[config.mk]
export PLATFORM = sky130hd
export DESIGN_NAME = pwrup_init_seq
export DESIGN_NICKNAME = d
export VERILOG_FILES = /design/src/rtl/pwrup_init_pkg.sv /design/src/rtl/pdn_release_sync.sv /design/src/rtl/frame_edge_det.sv /design/src/rtl/init_window_ctr.sv /design/src/rtl/pwrup_init_seq.sv
export SDC_FILE = /design/constraint.sdc
export NUM_CORES = 1
export LEC_CHECK = 0
export BUFFER_PORTS_ARGS = -buffer_cell sky130_fd_sc_hd__clkbuf_2
export CAP_MARGIN = 30
export CORE_AREA = 4 4 76 78
export CTS_CLUSTER_SIZE = 24
export DETAILED_ROUTE_END_ITERATION = 16
export DIE_AREA = 0 0 80 82
export HOLD_SLACK_MARGIN = 0.1
export PLACE_DENSITY = 0.79
export SLEW_MARGIN = 20
export SYNTH_ARGS = -nofsm -noshare
export SYNTH_HDL_FRONTEND = slang
export SYNTH_SLANG_ARGS = --single-unit
export TNS_END_PERCENT = 10
[constraint.sdc]
create_clock -name clk_i -period 5.7 [get_ports clk_i]
set_clock_uncertainty 0.15 [all_clocks]
set_input_delay 0.855 -clock clk_i [delete_from_list [all_inputs] [get_ports clk_i]]
set_output_delay 0.855 -clock clk_i [all_outputs]
set_load 0.01 [all_outputs]
[src/rtl/pwrup_init_pkg.sv]
package pwrup_init_pkg;
    typedef enum logic {
        ROLE_SLAVE  = 1'b0,
        ROLE_MASTER = 1'b1
    } role_e;

    function automatic int unsigned max_u(input int unsigned a, input int unsigned b);
        return (a > b) ? a : b;
    endfunction
endpackage

[src/rtl/pdn_release_sync.sv]
module pdn_release_sync #(
    parameter int unsigned STAGES = 2
) (
    input  logic clk_i,
    input  logic pdn_ni,
    output logic run_o
);
    typedef struct packed {
        logic [STAGES-1:0] chain;
    } sync_t;

    sync_t s_d, s_q;

    always_comb begin
        s_d.chain = {s_q.chain[STAGES-2:0], 1'b1};
    end

    always_ff @(posedge clk_i or negedge pdn_ni) begin
        if (!pdn_ni) s_q <= '0;
        else         s_q <= s_d;
    end

    assign run_o = s_q.chain[STAGES-1];
endmodule

[src/rtl/frame_edge_det.sv]
module frame_edge_det (
    input  logic clk_i,
    input  logic pdn_ni,
    input  logic frame_clk_i,
    output logic rise_o
);
    typedef struct packed {
        logic meta;
        logic stable;
        logic prev;
    } edge_t;

    edge_t e_d, e_q;

    always_comb begin
        e_d.meta   = frame_clk_i;
        e_d.stable = e_q.meta;
        e_d.prev   = e_q.stable;
    end

    // chain resets high so a frame clock already high at release is not an edge
    always_ff @(posedge clk_i or negedge pdn_ni) begin
        if (!pdn_ni) e_q <= '1;
        else         e_q <= e_d;
    end

    assign rise_o = e_q.stable & ~e_q.prev;
endmodule

[src/rtl/init_window_ctr.sv]
module init_window_ctr #(
    parameter int unsigned LEN_MASTER = 516,
    parameter int unsigned LEN_SLAVE  = 517,
    parameter int unsigned CKS_W      = 3
) (
    input  logic             clk_i,
    input  logic             pdn_ni,
    input  logic             run_i,
    input  logic             rise_i,
    input  logic             master_i,
    input  logic [CKS_W-1:0] cks_i,
    output logic             valid_o
);
    import pwrup_init_pkg::*;

    localparam int unsigned MAXLEN = max_u(LEN_MASTER, LEN_SLAVE);
    localparam int unsigned CW     = $clog2(MAXLEN + 1);
    localparam logic [CW-1:0] TGT_M = CW'(LEN_MASTER);
    localparam logic [CW-1:0] TGT_S = CW'(LEN_SLAVE);

    typedef struct packed {
        logic [CW-1:0]    cnt;
        logic [CKS_W-1:0] cks;
        logic             valid;
    } ctr_t;

    ctr_t c_d, c_q;
    logic [CW-1:0] target;
    logic          cks_chg;

    always_comb begin
        target  = (role_e'(master_i) == ROLE_MASTER) ? TGT_M : TGT_S;
        cks_chg = (cks_i != c_q.cks);
        c_d     = c_q;
        if (!run_i) begin
            c_d.cnt   = '0;
            c_d.valid = 1'b0;
            c_d.cks   = cks_i;
        end else if (cks_chg) begin
            c_d.cnt   = '0;
            c_d.valid = 1'b0;
            c_d.cks   = cks_i;
        end else if (!c_q.valid && rise_i) begin
            c_d.cnt = c_q.cnt + 1'b1;
            if (c_q.cnt + 1'b1 >= target) c_d.valid = 1'b1;
        end
    end

    always_ff @(posedge clk_i or negedge pdn_ni) begin
        if (!pdn_ni) c_q <= '0;
        else         c_q <= c_d;
    end

    assign valid_o = c_q.valid;


    frame_stall_hold_chk: assert property (@(posedge clk_i) disable iff (!run_i)
        (!rise_i && cks_i == c_q.cks) |=> $stable(c_q.cnt));


    window_len_chk: assert property (@(posedge clk_i) disable iff (!run_i)
        $rose(c_q.valid) |-> (c_q.cnt == target));
endmodule

[src/rtl/pwrup_init_seq.sv]
module pwrup_init_seq #(
    parameter int unsigned NCH        = 4,
    parameter int unsigned DW         = 24,
    parameter int unsigned CKS_W      = 3,
    parameter int unsigned LEN_MASTER = 516,
    parameter int unsigned LEN_SLAVE  = 517
) (
    input  logic              clk_i,
    input  logic              pdn_ni,
    input  logic              frame_clk_i,
    input  logic              master_i,
    input  logic [CKS_W-1:0]  clk_sel_i,
    input  logic [NCH*DW-1:0] sample_i,
    output logic [NCH*DW-1:0] sample_o,
    output logic              filt_rst_no,
    output logic              data_valid_o
);
    logic run, rise, valid;

    pdn_release_sync #(.STAGES(2)) sync_i (
        .clk_i (clk_i),
        .pdn_ni(pdn_ni),
        .run_o (run)
    );

    frame_edge_det edge_i (
        .clk_i      (clk_i),
        .pdn_ni     (pdn_ni),
        .frame_clk_i(frame_clk_i),
        .rise_o     (rise)
    );

    init_window_ctr #(
        .LEN_MASTER(LEN_MASTER),
        .LEN_SLAVE (LEN_SLAVE),
        .CKS_W     (CKS_W)
    ) ctr_i (
        .clk_i   (clk_i),
        .pdn_ni  (pdn_ni),
        .run_i   (run),
        .rise_i  (rise),
        .master_i(master_i),
        .cks_i   (clk_sel_i),
        .valid_o (valid)
    );

    for (genvar c = 0; c < NCH; c++) begin : g_ch
        assign sample_o[c*DW +: DW] = valid ? sample_i[c*DW +: DW] : '0;
    end

    assign filt_rst_no  = run;
    assign data_valid_o = valid;


    valid_needs_filt_chk: assert property (@(posedge clk_i) disable iff (!pdn_ni)
        data_valid_o |-> filt_rst_no);


    cks_restart_chk: assert property (@(posedge clk_i) disable iff (!pdn_ni)
        !$stable(clk_sel_i) |=> !data_valid_o);


    valid_sticky_chk: assert property (@(posedge clk_i) disable iff (!pdn_ni)
        (data_valid_o && $stable(clk_sel_i)) |=> data_valid_o);
endmodule

---- Word level (Yosys, flattened, before mapping) ----
Index checks and enable logic that the tools add are counted.
storage, ports and cells
  register bits after elaboration ......... 19
  input port bits ......................... 103
cells by class
  $add $sub $neg .......................... 1
  $lt $le $gt $ge ......................... 1
  equality and inequality tests ........... 4
  muxes and demuxes ....................... 12
  bitwise gates (word level) .............. 2
  reduce and logical (&&, ||, !) cells .... 3
operators with widths
  kind                                                             number
  24-bit 2-to-1 mux                                                4
  10-bit 2-to-1 mux                                                2
  14-bit 2-to-1 mux                                                1
  10-bit by 1-bit adder with 10-bit output, second input constant  1
  10-bit greater-or-equal comparator                               1
  3-bit by 1-bit != test with 1-bit output, second input constant  2
  1-bit 2-to-1 mux                                                 4
  3-bit 2-to-1 mux                                                 1
  3-bit != test                                                    1
  2-bit by 1-bit != test with 1-bit output, second input constant  1
  2-bit AND reduction                                              1
  1-bit AND                                                        1
  1-bit logical AND                                                1
  1-bit zero test                                                  1
  1-bit inverter                                                   1

---- Longest topological paths before layout ----
Gate-level depths: netlist (run 1).
  depth in word-level cells ............... 6
  depth in mapped cells ................... 6
  gate-level depth less buffers ........... 6

---- By module ----
Synthesis (run 1) repeated with hierarchy kept, for this count alone.
unflattened totals
  cell total of the unflattened synthesis .. 201
  area, all modules ....................... 1,634.1 um2
by module, submodules not included
  module            instances  cells each  area an instance (um2)
  init_window_ctr   1          88          805.8
  pwrup_init_seq    1          106         681.9
  frame_edge_det    1          4           92.6
  pdn_release_sync  1          3           53.8

---- Worst setup path before layout (run 1) ----
No wires, ideal clock.
  path kind ............................... input to register
  start point ............................. input master_i
  end point ............................... register ctr_i.c_q (netlist bit ctr_i.valid_o)
  arrival ................................. 1.953 ns
  data required time ...................... 5.410 ns
  slack ................................... 3.457 ns
  stages on the path ...................... 6
  path through ............................ inv_1 -> ha_1 -> or3b_2 -> a21oi_1 -> o2111a_1 -> a311oi_1
between the ends
  longest elaborated chain between the ends .. 4
ends and longest elaborated chain
  what                                                       line                   RTL
  from (decl)                                                pwrup_init_seq.sv:11   input logic master_i,
  1-bit 2-to-1 mux                                           init_window_ctr.sv:32  target = (role_e'(master_i) == ROLE_MASTER) ? TGT_M : TGT_S;
  10-bit greater-or-equal comparator                         init_window_ctr.sv:45  if (c_q.cnt + 1'b1 >= target) c_d.valid = 1'b1;
  3-bit by 1-bit != test with 1-bit output (no source line)  --
  2-bit AND reduction (no source line)                       --
  to (signal assigned)                                       init_window_ctr.sv:50  if (!pdn_ni) c_q <= '0;
  to (signal assigned)                                       init_window_ctr.sv:51  else c_q <= c_d;
  to (decl)                                                  init_window_ctr.sv:27  ctr_t c_d, c_q;
Every way passes these cells.
A chain may end at the register's enable or synchronous reset.

---- Worst setup path after layout (run 1) ----
  start point ............................. register ctr_i.c_q (netlist bit ctr_i.valid_o)
  end point ............................... output sample_o[21]
between the ends
  longest elaborated chain between the ends .. 1
ends and longest elaborated chain
  what               line                  RTL
  24-bit 2-to-1 mux  pwrup_init_seq.sv:48  assign sample_o[c*DW +: DW] = valid ? sample_i[c*DW +: DW] : '0;
  to (decl)          pwrup_init_seq.sv:14  output logic [NCH*DW-1:0] sample_o,
Every way passes these cells.

==> results of run 1 <==
[registers in the layout, indices dropped and copies added, names as in the netlist]
name,flops
edge_i.e_q,1
ctr_i.c_q,13
sync_i.s_q,2
edge_i.e_d,2
ctr_i.valid_o,1
[layout make-up]
cell class,count,area share [%]
repair buffers,201,37.8
multi-input cells,163,39.2
clock buffers,3,1.53
well taps,70,3.24
flip-flops and latches,19,17.8
inverters,2,0.278
clock inverters,1,0.185
[synth_stat cells, drive strengths merged, types with 2 or more instances]
cell type	instances	share of area, %
or3	4	1.5
nand2	4	0.92
xnor2	7	3.8
dfstp	3	4.8
buf	4	2.0
and2	96	37
inv	2	0.46
nor2	8	1.8
nor3	4	1.2
nor4	2	1.7
or3b	4	2.1
o21ai	4	1.2
dfrtp	16	25
nand4	2	0.77
nand3	3	0.92
a21oi	5	1.5
xor2	3	1.6
a31oi	2	0.77
ha	2	1.5
clkbuf	14	3.2
and4	2	1.1
[how the worst max path moves through the flow]
stage	endpoint	depth (start not counted)	slack (ns)	from
final	sample_o[21]	3	3.17	ctr_i.valid_o$_DFFE_PN0P_
after global routing	sample_o[18]	3	3.02	ctr_i.valid_o$_DFFE_PN0P_
after CTS	sample_o[21]	3	3.15	ctr_i.valid_o$_DFFE_PN0P_
after detailed placement	ctr_i.valid_o$_DFFE_PN0P_	7	3.28	master_i
after global placement	sample_o[18]	2	3.24	ctr_i.valid_o$_DFFE_PN0P_
after floorplan	ctr_i.valid_o$_DFFE_PN0P_	6	3.46	master_i
[stage by stage]
step,util (%),hold slack (ns)
finish,53.3,0.201
global route,53.3,0.212
CTS,53.3,0.203
detailed placement,52.4,0.186
global placement,52.0,0.185
floorplan,-,0.181
[worst max-delay path, delay by kind of cell (launching register included)]
kind	cells	cell delay, ns
buffers and inverters	2	0.41
AND/OR/NAND/NOR	1	0.17
flip-flops	1	0.67
[power by group through the flow]
stage / sequential (W) / combinational [W] / clock, W
2_1_floorplan: 0.000143 / 0.00000694 / 0
3_3_place_gp: 0.000143 / 0.0000410 / 0
3_5_place_dp: 0.000143 / 0.0000417 / 0
4_1_cts: 0.000140 / 0.0000421 / 0.0000975
5_1_grt: 0.000141 / 0.0000470 / 0.000102
6_report: 0.000140 / 0.0000415 / 0.0000948
[logic make-up (layout without fill, tap and decap cells)]
| kind of cell | Yosys count | count (layout) | synth area share [%] |
|---|---|---|---|
| flip-flops | 19 | 19 | 29.3 |
| buffers and inverters | 20 | 207 | 5.67 |
| other | 1 | 1 | 0.230 |
| AO/OA/AOI/OAI | 17 | 17 | 6.90 |
| adder cells (fa/ha/maj) | 2 | 2 | 1.53 |
| AND/OR/NAND/NOR | 132 | 132 | 50.3 |
| multiplexers | 1 | 1 | 0.613 |
| XOR/XNOR | 10 | 10 | 5.36 |
[layer usage]
metal	global-route usage, %	vias to the layer above	share of wire (%)
li1	-	1027	-
met2	30.5	83	51
met4	3.89	0	0.82
met5	0	-	0
met3	5.70	7	9.7
met1	21.4	870	39
==> metrics.txt, run 1 <==
antenna violations before repair 0; maximum fanout along the worst path 66; Rows 26; Area Growth Syn to Fin 65.6%; vias in the first global route 1801; Net Sw Power 0.0000622 W; die span in y 82 microns; post-route cell area 2700 sq um; P_int 0.000215 W; fin crit share 44.4%; fmax 395 MHz; synthesized cell area 1630 sq um; Worst Setup Start Kind register; worst r2r src ctr_i.c_q[4]$_DFFE_PN0P_; Syn Inst Count 202; Setup Buffers After CTS 0; slowest stage cell, crit path dfrtp_2; cell count of the worst hold path 0; Final min period 2.53 ns; # H-tree levels 1; io pins 201; Post-Syn Nets 307; hold path start sync_i.s_q[0]$_DFF_PN0_; Mean Syn Cell Area 8.08 sq um; wirelength, routed 6620 microns; EDFF count, synth 0; Starting DRT DRC Count 30; worst ir drop on vdd 0.000162 V; Power, Total 0.000277 W; commonest cells after routing, fill and taps aside clkbuf_2 (200), and2_1 (96), dfrtp_1 (15), nor2_1 (8), xnor2_1 (7); DR vias 1987; yosys warns 0; final setup vio count 0; Placed Area 2660 sq um; multi-input logic area 1060 sq um; DRC 0; Antenna Nets Post-Route 0; Reg area 480 sq um; Seq/Total Area, Yosys 29.3%; clk_lat worst skew 0.26 ns; pre-CTS setup slack 3.28 ns; Max Root-Sink Buffers 2; min setup slack post-route 3.17 ns; P_leak 1.57 nW; GRT Total Usage 17.7%; I/O Buffers 200; FF-to-FF setup slack 3.62 ns; CP Data Arrival Time 1.52 ns; post-synthesis cell type count 35; max_cap viols 0; hold crit path type register to register; critical path required time 4.70 ns; Slew Limit Fails 0; Nets 495; wire length of the first global-routing pass 9140 microns; gpl congestion 0.820; commonest non-fill, non-tap cell in the layout clkbuf_2; Post-synth ARST share 100%; Clk pwr share 34.2%; wire length per cell 14.4 microns; CP Capture Type output port; layout cells sized above 1 54.8%; root buffer cell clkbuf_8; Worst-path clk slew 0.07 ns; Starting Density 32.2%; Crit Path Category register to output port; endpoints failing hold 0; Placed Cells 455; Logic pwr share 15.0%; gr ovfl total 0; sequential share of power 50.7%; PwrDens 102 nW/um^2; hold_buf cts 0; most frequently used flop master after synthesis dfrtp_1; pin count of the biggest net entering global routing 67; worst stage delay on the critical path 0.67 ns; Hold EP sync_i.s_q[1]$_DFF_PN0_; Sw Ratio 22.5%; Final HPWL DP 5570 microns; DR vias/cell 4.33; setup tns final 0 ns; non-filler cells, final 459; status complete, no violations; cells along the critical path buf_12, and2_1, clkbuf_2; worst r2r path cells 5; Filler cells 516; Core Area 5070 sq um; CTS resizes 0; clock sinks 19; RSZ-0062 raised after global routing false; Die ar. 6560 sq um; RR Endpoint ctr_i.valid_o$_DFFE_PN0P_; CTS tree yes; # diodes 0; CTS Buf Count 3; FF+latch count, synth 19; Detailed Routing Iterations Pass 1 4; die span in x 80 microns
Note: power is estimated with default switching activity, not from simulation.
==> inputs of run 2 (changes only) <==
--- a/config.mk
+++ b/config.mk
@@ -7,12 +7,12 @@
 export LEC_CHECK = 0
 export BUFFER_PORTS_ARGS = -buffer_cell sky130_fd_sc_hd__clkbuf_2
 export CAP_MARGIN = 30
-export CORE_AREA = 4 4 76 78
+export CORE_MARGIN = 4
+export CORE_UTILIZATION = 33
 export CTS_CLUSTER_SIZE = 24
 export DETAILED_ROUTE_END_ITERATION = 16
-export DIE_AREA = 0 0 80 82
 export HOLD_SLACK_MARGIN = 0.1
-export PLACE_DENSITY = 0.79
+export PLACE_DENSITY = 0.82
 export SLEW_MARGIN = 20
 export SYNTH_ARGS = -nofsm -noshare
 export SYNTH_HDL_FRONTEND = slang
==> constraint.sdc (replaced) <==
create_clock -name clk_i -period 2.43 [get_ports clk_i]
set_clock_uncertainty 0.15 [all_clocks]
set_input_delay 0.3645 -clock clk_i [delete_from_list [all_inputs] [get_ports clk_i]]
set_output_delay 0.3645 -clock clk_i [all_outputs]
set_load 0.01 [all_outputs]
==> run 2 against run 1 <==
  * Flip-flop and latch count is the same
  * Die area shrank 6.4%
  * Power grew 130%
  * Utilization grew 4.5 points
  * Sequential share of layout area shrank 0.27 points
  * Final area grew 1.5%
  * Via count grew 4.3%
  * Combinational power grew to 2.6 times the previous value
  * Critical path type unchanged
  * Hold slack gained 0.0045 ns
==> metrics.txt, run 2 (same netlist as run 1, synthesis figures left out) <==
status complete, no violations (unchanged); root buffer cell clkbuf_8 (unchanged); fmax 464 MHz; PwrDens 236 nW/um^2 (was 102 nW/um^2); vias in the first global route 2084 (was 1801); final setup vio count 0 (unchanged); I/O Buffers 200 (unchanged); Worst Setup Start Kind register (unchanged); Slew HR 64.2%; RR Endpoint ctr_i.valid_o$_DFFE_PN0P_ (unchanged); final core utilization 57.7% (was 53.3%); io pins 201 (unchanged); worst hold slack 0.205 ns (was 0.201 ns); FF-to-FF setup slack 0.41 ns (was 3.62 ns); Slew Limit Fails 0 (unchanged); layout cells sized above 1 54.2% (was 54.8%); wirelength, routed 6760 microns (was 6620 microns); Detailed Routing Iterations Pass 1 4 (unchanged); Starting DRT DRC Count 70 (was 30); Hold EP sync_i.s_q[1]$_DFF_PN0_ (unchanged); worst r2r path cells 5 (unchanged); wire length per cell 14.6 microns (was 14.4 microns); Antenna Nets Post-Route 0 (unchanged); CTS tree yes (unchanged); pin count of the biggest net entering global routing 84 (was 67); die span in x 78.3 microns (was 80 microns); CTS Buf Count 3 (unchanged); Core Area 4750 sq um (was 5070 sq um); DRC 0 (unchanged); Worst-Margin Slew 0.536 ns; # diodes 0 (unchanged); Setup Buffers After CTS 0 (unchanged); worst r2r src ctr_i.c_q[4]$_DFFE_PN0P_ (unchanged); max_cap viols 0 (unchanged); endpoints failing hold 0 (unchanged); hold crit path type register to register (unchanged); Crit Path Category register to output port (unchanged); hold path start sync_i.s_q[0]$_DFF_PN0_ (unchanged); fin crit share 88.6%; Final min period 2.15 ns; Final HPWL DP 5720 microns (was 5570 microns); setup tns final 0 ns (unchanged); gpl congestion 0.851 (was 0.820); DR vias 2072 (was 1987); antenna violations before repair 0 (unchanged); clock sinks 19 (unchanged); Placed Area 2650 sq um (was 2660 sq um); Worst-path clk slew 0.07 ns (about the same); Rows 25 (was 26); # H-tree levels 1 (unchanged); clk_lat worst skew 0.25 ns (was 0.26 ns); P_leak 1.59 nW (was 1.57 nW); Biggest register ctr_i.c_q (unchanged); DR vias/cell 4.48 (was 4.33); gr ovfl total 0 (unchanged); CP Data Arrival Time 1.64 ns (was 1.52 ns); CP Capture Type output port (unchanged); Starting Density 34.3% (was 32.2%); post-route cell area 2750 sq um (was 2700 sq um); maximum fanout along the worst path 83 (was 66); commonest non-fill, non-tap cell in the layout clkbuf_2 (unchanged); Max Root-Sink Buffers 2 (unchanged); wire length of the first global-routing pass 10400 microns (was 9140 microns); critical path required time 1.92 ns (was 4.70 ns); Nets 501 (was 495); max reg flops 13 (unchanged); commonest cells after routing, fill and taps aside clkbuf_2 (200), and2_1 (96), dfrtp_1 (15), nor2_1 (8), xnor2_1 (7) (unchanged); die span in y 78.3 microns (was 82 microns); RSZ-0062 raised after global routing false (unchanged); Die ar. 6140 sq um (was 6560 sq um); CTS resizes 0 (unchanged); hold_buf cts 5 (was 0); worst ir drop on vdd 0.000364 V (was 0.000162 V); cell count of the worst hold path 0 (unchanged); GRT Total Usage 20.8% (was 17.7%); Area Growth Syn to Fin 68.1% (was 65.6%)
-- run 2: through the flow --
stage               total power (W)  std cells  setup WS, ns
floorplan                  0.000351        202         0.523
detailed placement         0.000435        453         0.410
CTS                        0.000655        462         0.262
global placement           0.000433        453         0.450
finish                     0.000648        462         0.277
global route               0.000684        462         0.113
-- run 2: routing by layer --
| layer | share of wire [%] | GRT usage, % |
|---|---|---|
| met5 | 0 | 0 |
| met4 | 1.0 | 3.85 |
| met3 | 10 | 7.11 |
| met2 | 46 | 33.4 |
| met1 | 43 | 27.3 |
-- run 2: critical path, cell delays in order (launching register included) --
cell and delay, ns:
dfrtp_2 0.50, buf_4 0.50, and2_1 0.22, clkbuf_2 0.14
-- run 2: final cells by class --
| type | instances | area (sq um) |
|---|---|---|
| clock buffer | 3 | 41.3 |
| clock inverter | 1 | 5.00 |
| fill | 447 | 2010 |
| inverter | 2 | 7.51 |
| multi-input combinational | 163 | 1060 |
| sequential | 19 | 480 |
| tap | 67 | 83.8 |
| timing repair buffer | 207 | 1070 |
-- run 2: worst max path at each step --
stage	startpoint	to	slack [ns]
2_1_floorplan	ctr_i.c_q[4]$_DFFE_PN0P_	ctr_i.valid_o$_DFFE_PN0P_	0.52
3_3_place_gp	ctr_i.c_q[4]$_DFFE_PN0P_	ctr_i.valid_o$_DFFE_PN0P_	0.45
3_5_place_dp	ctr_i.c_q[4]$_DFFE_PN0P_	ctr_i.valid_o$_DFFE_PN0P_	0.41
4_1_cts	ctr_i.valid_o$_DFFE_PN0P_	sample_o[40]	0.26
5_1_grt	ctr_i.valid_o$_DFFE_PN0P_	sample_o[49]	0.11
6_report	ctr_i.valid_o$_DFFE_PN0P_	sample_o[26]	0.28
-- run 2: power by group --
group	internal [W]	total (W)	switching, W	leakage (nW)
Combinational	0.0000692	0.000106	0.0000368	1.32
Sequential	0.000325	0.000330	0.00000438	0.242
Clock	0.000114	0.000213	0.0000990	0.0255
==> inputs of run 3 (changes only) <==
--- a/config.mk
+++ b/config.mk
@@ -11,6 +11,7 @@
 export CORE_UTILIZATION = 33
 export CTS_CLUSTER_SIZE = 24
 export DETAILED_ROUTE_END_ITERATION = 16
+export GPL_TIMING_DRIVEN = 0
 export HOLD_SLACK_MARGIN = 0.1
 export PLACE_DENSITY = 0.82
 export SLEW_MARGIN = 20
==> run 3 against run 2 <==
  * Sequential power about the same
  * Hold slack worse by 0.046 ns
  * Non-clock buffer count grew 13
  * Clock power up 5%
  * Critical path depth increased by 2
  * Cell count rose by 2.8%
  * Die area did not move
  * Routed wire length grew 3.1%
  * Utilization increased by 0.82 points
  * Power is 1.7% higher
  * First-iteration DRC count is 41% lower
  * Critical path type unchanged
  * Highest routed layer unchanged
==> metrics.txt, run 3 (same netlist as run 1, synthesis figures left out) <==
vias in the first global route 2129 (was 2084); commonest non-fill, non-tap cell in the layout clkbuf_2 (unchanged); Filler cells 451 (was 447); CP Capture Type output port (unchanged); DR vias 2143 (was 2072); pre-CTS setup slack 0.390 ns (was 0.410 ns); wire length of the first global-routing pass 10600 microns (was 10400 microns); RSZ-0062 raised after global routing false (unchanged); GRT Total Usage 21.2% (was 20.8%); endpoints failing hold 0 (unchanged); Rows 25 (unchanged); min setup slack post-route 0.329 ns (was 0.277 ns); PwrDens 237 nW/um^2 (was 236 nW/um^2); CP Data Arrival Time 1.59 ns (was 1.64 ns); setup tns final 0 ns (unchanged); Core Area 4750 sq um (unchanged); critical path required time 1.92 ns (about the same); Die ar. 6140 sq um (unchanged); P_leak 1.61 nW (was 1.59 nW); maximum fanout along the worst path 10 (was 83); # H-tree levels 1 (unchanged); Slew HR 65.9% (was 64.2%); die span in x 78.3 microns (unchanged); max reg flops 13 (unchanged); Area Growth Syn to Fin 70.5% (was 68.1%); die span in y 78.3 microns (unchanged); max_cap viols 0 (unchanged); multi-input logic area 1060 sq um (unchanged); Reg area 479 sq um (was 480 sq um); CTS Buf Count 3 (unchanged); Worst-Margin Slew 0.511 ns (was 0.536 ns); fmax 476 MHz (was 464 MHz); clock sinks 19 (unchanged); gpl congestion 0.872 (was 0.851); Crit Path Category register to output port (unchanged); Slew Limit Fails 0 (unchanged); antenna violations before repair 0 (unchanged); fin crit share 86.4% (was 88.6%); clk_lat worst skew 0.26 ns (was 0.25 ns); Worst Setup Start Kind register (unchanged); DR vias/cell 4.51 (was 4.48); commonest cells after routing, fill and taps aside clkbuf_2 (200), and2_1 (96), dfrtp_1 (16), clkbuf_1 (14), nor2_1 (8) (was clkbuf_2 (200), and2_1 (96), dfrtp_1 (15), nor2_1 (8), xnor2_1 (7)); gr ovfl total 0 (unchanged); non-filler cells, final 475 (was 462); pin count of the biggest net entering global routing 20 (was 84); Starting DRT DRC Count 41 (was 70); Nets 514 (was 501); root buffer cell clkbuf_8 (unchanged); Max Root-Sink Buffers 2 (unchanged); wirelength, routed 6970 microns (was 6760 microns); layout cells sized above 1 52.7% (was 54.2%); # diodes 0 (unchanged); DRC 0 (unchanged); I/O Buffers 200 (unchanged); Biggest register ctr_i.c_q (unchanged); wire length per cell 14.7 microns (was 14.6 microns); status complete, no violations (unchanged); final setup vio count 0 (unchanged); io pins 201 (unchanged); hold crit path type input pin to register (was register to register); CTS tree yes (unchanged); Placed Cells 469 (was 453); Detailed Routing Iterations Pass 1 4 (unchanged); worst ir drop on vdd 0.000313 V (was 0.000364 V); Final HPWL DP 5980 microns (was 5720 microns); Starting Density 34.3% (unchanged); CTS resizes 0 (unchanged); Final min period 2.10 ns (was 2.15 ns); Antenna Nets Post-Route 0 (unchanged); Worst-path clk slew 0.08 ns (was 0.07 ns)
[run 3: metrics by stage]
stage               area [sq um]  power [W]  utilization [%]  hold WS (ns)
floorplan                   1630   0.000351                -       -0.0811
global placement            2720   0.000436             57.2         0.182
detailed placement          2720   0.000440             57.2         0.186
CTS                         2780   0.000664             58.6         0.160
global route                2780   0.000693             58.6         0.170
finish                      2780   0.000659             58.6         0.159
[run 3: worst paths after layout]
kind                                            from  slack, ns                         to  cells past startpoint
max                        ctr_i.valid_o$_DFFE_PN0P_       0.33               sample_o[72]                      5
min                                     clk_sel_i[2]       0.16   ctr_i.c_q[3]$_DFFE_PN0N_                      2
max reg2reg                 ctr_i.c_q[4]$_DFFE_PN0P_       0.38  ctr_i.valid_o$_DFFE_PN0P_                      5
min reg2reg                  sync_i.s_q[0]$_DFF_PN0_       0.20    sync_i.s_q[1]$_DFF_PN0_                      0
max in group asynchronous                     pdn_ni       1.34    edge_i.e_q[0]$_DFF_PN1_                      2
min in group asynchronous                     pdn_ni       0.44   ctr_i.c_q[3]$_DFFE_PN0N_                      2
[run 3: critical path, stage by stage, from the launching register on]
cell and delay (ns):
dfrtp_1 0.37, buf_6 0.14, buf_2 0.20, clkbuf_1 0.29, and2_1 0.19, clkbuf_2 0.13
[run 3: layout make-up]
cell class,count,area share (%)
repair buffers,202,36.7
clock inverters,1,0.180
well taps,67,3.01
plain buffers,18,3.06
clock buffers,3,1.48
inverters,2,0.270
multi-input cells,163,38.1
flip-flops and latches,19,17.2
[run 3: per-layer routing]
metal  share of wire (%)  GRT usage, %  routed length, microns
met5                   0             0                       0
met4                 1.3          3.85                      92
met3                 8.4          5.16                     585
met2                  46          34.6                    3230
met1                  44          28.8                    3060
[run 3: repair_timing]
action / in CTS / in global routing
hold buffers: 2 / 0
setup buffers: 0 / 0
hold endpoints to repair: 17 / 0
[run 3: power by group]
group	total, W	internal [W]	switching [W]	leakage, nW
registers	0.000330	0.000325	0.00000470	0.244
clock network	0.000223	0.000114	0.000109	0.0255
logic	0.000107	0.0000690	0.0000376	1.34
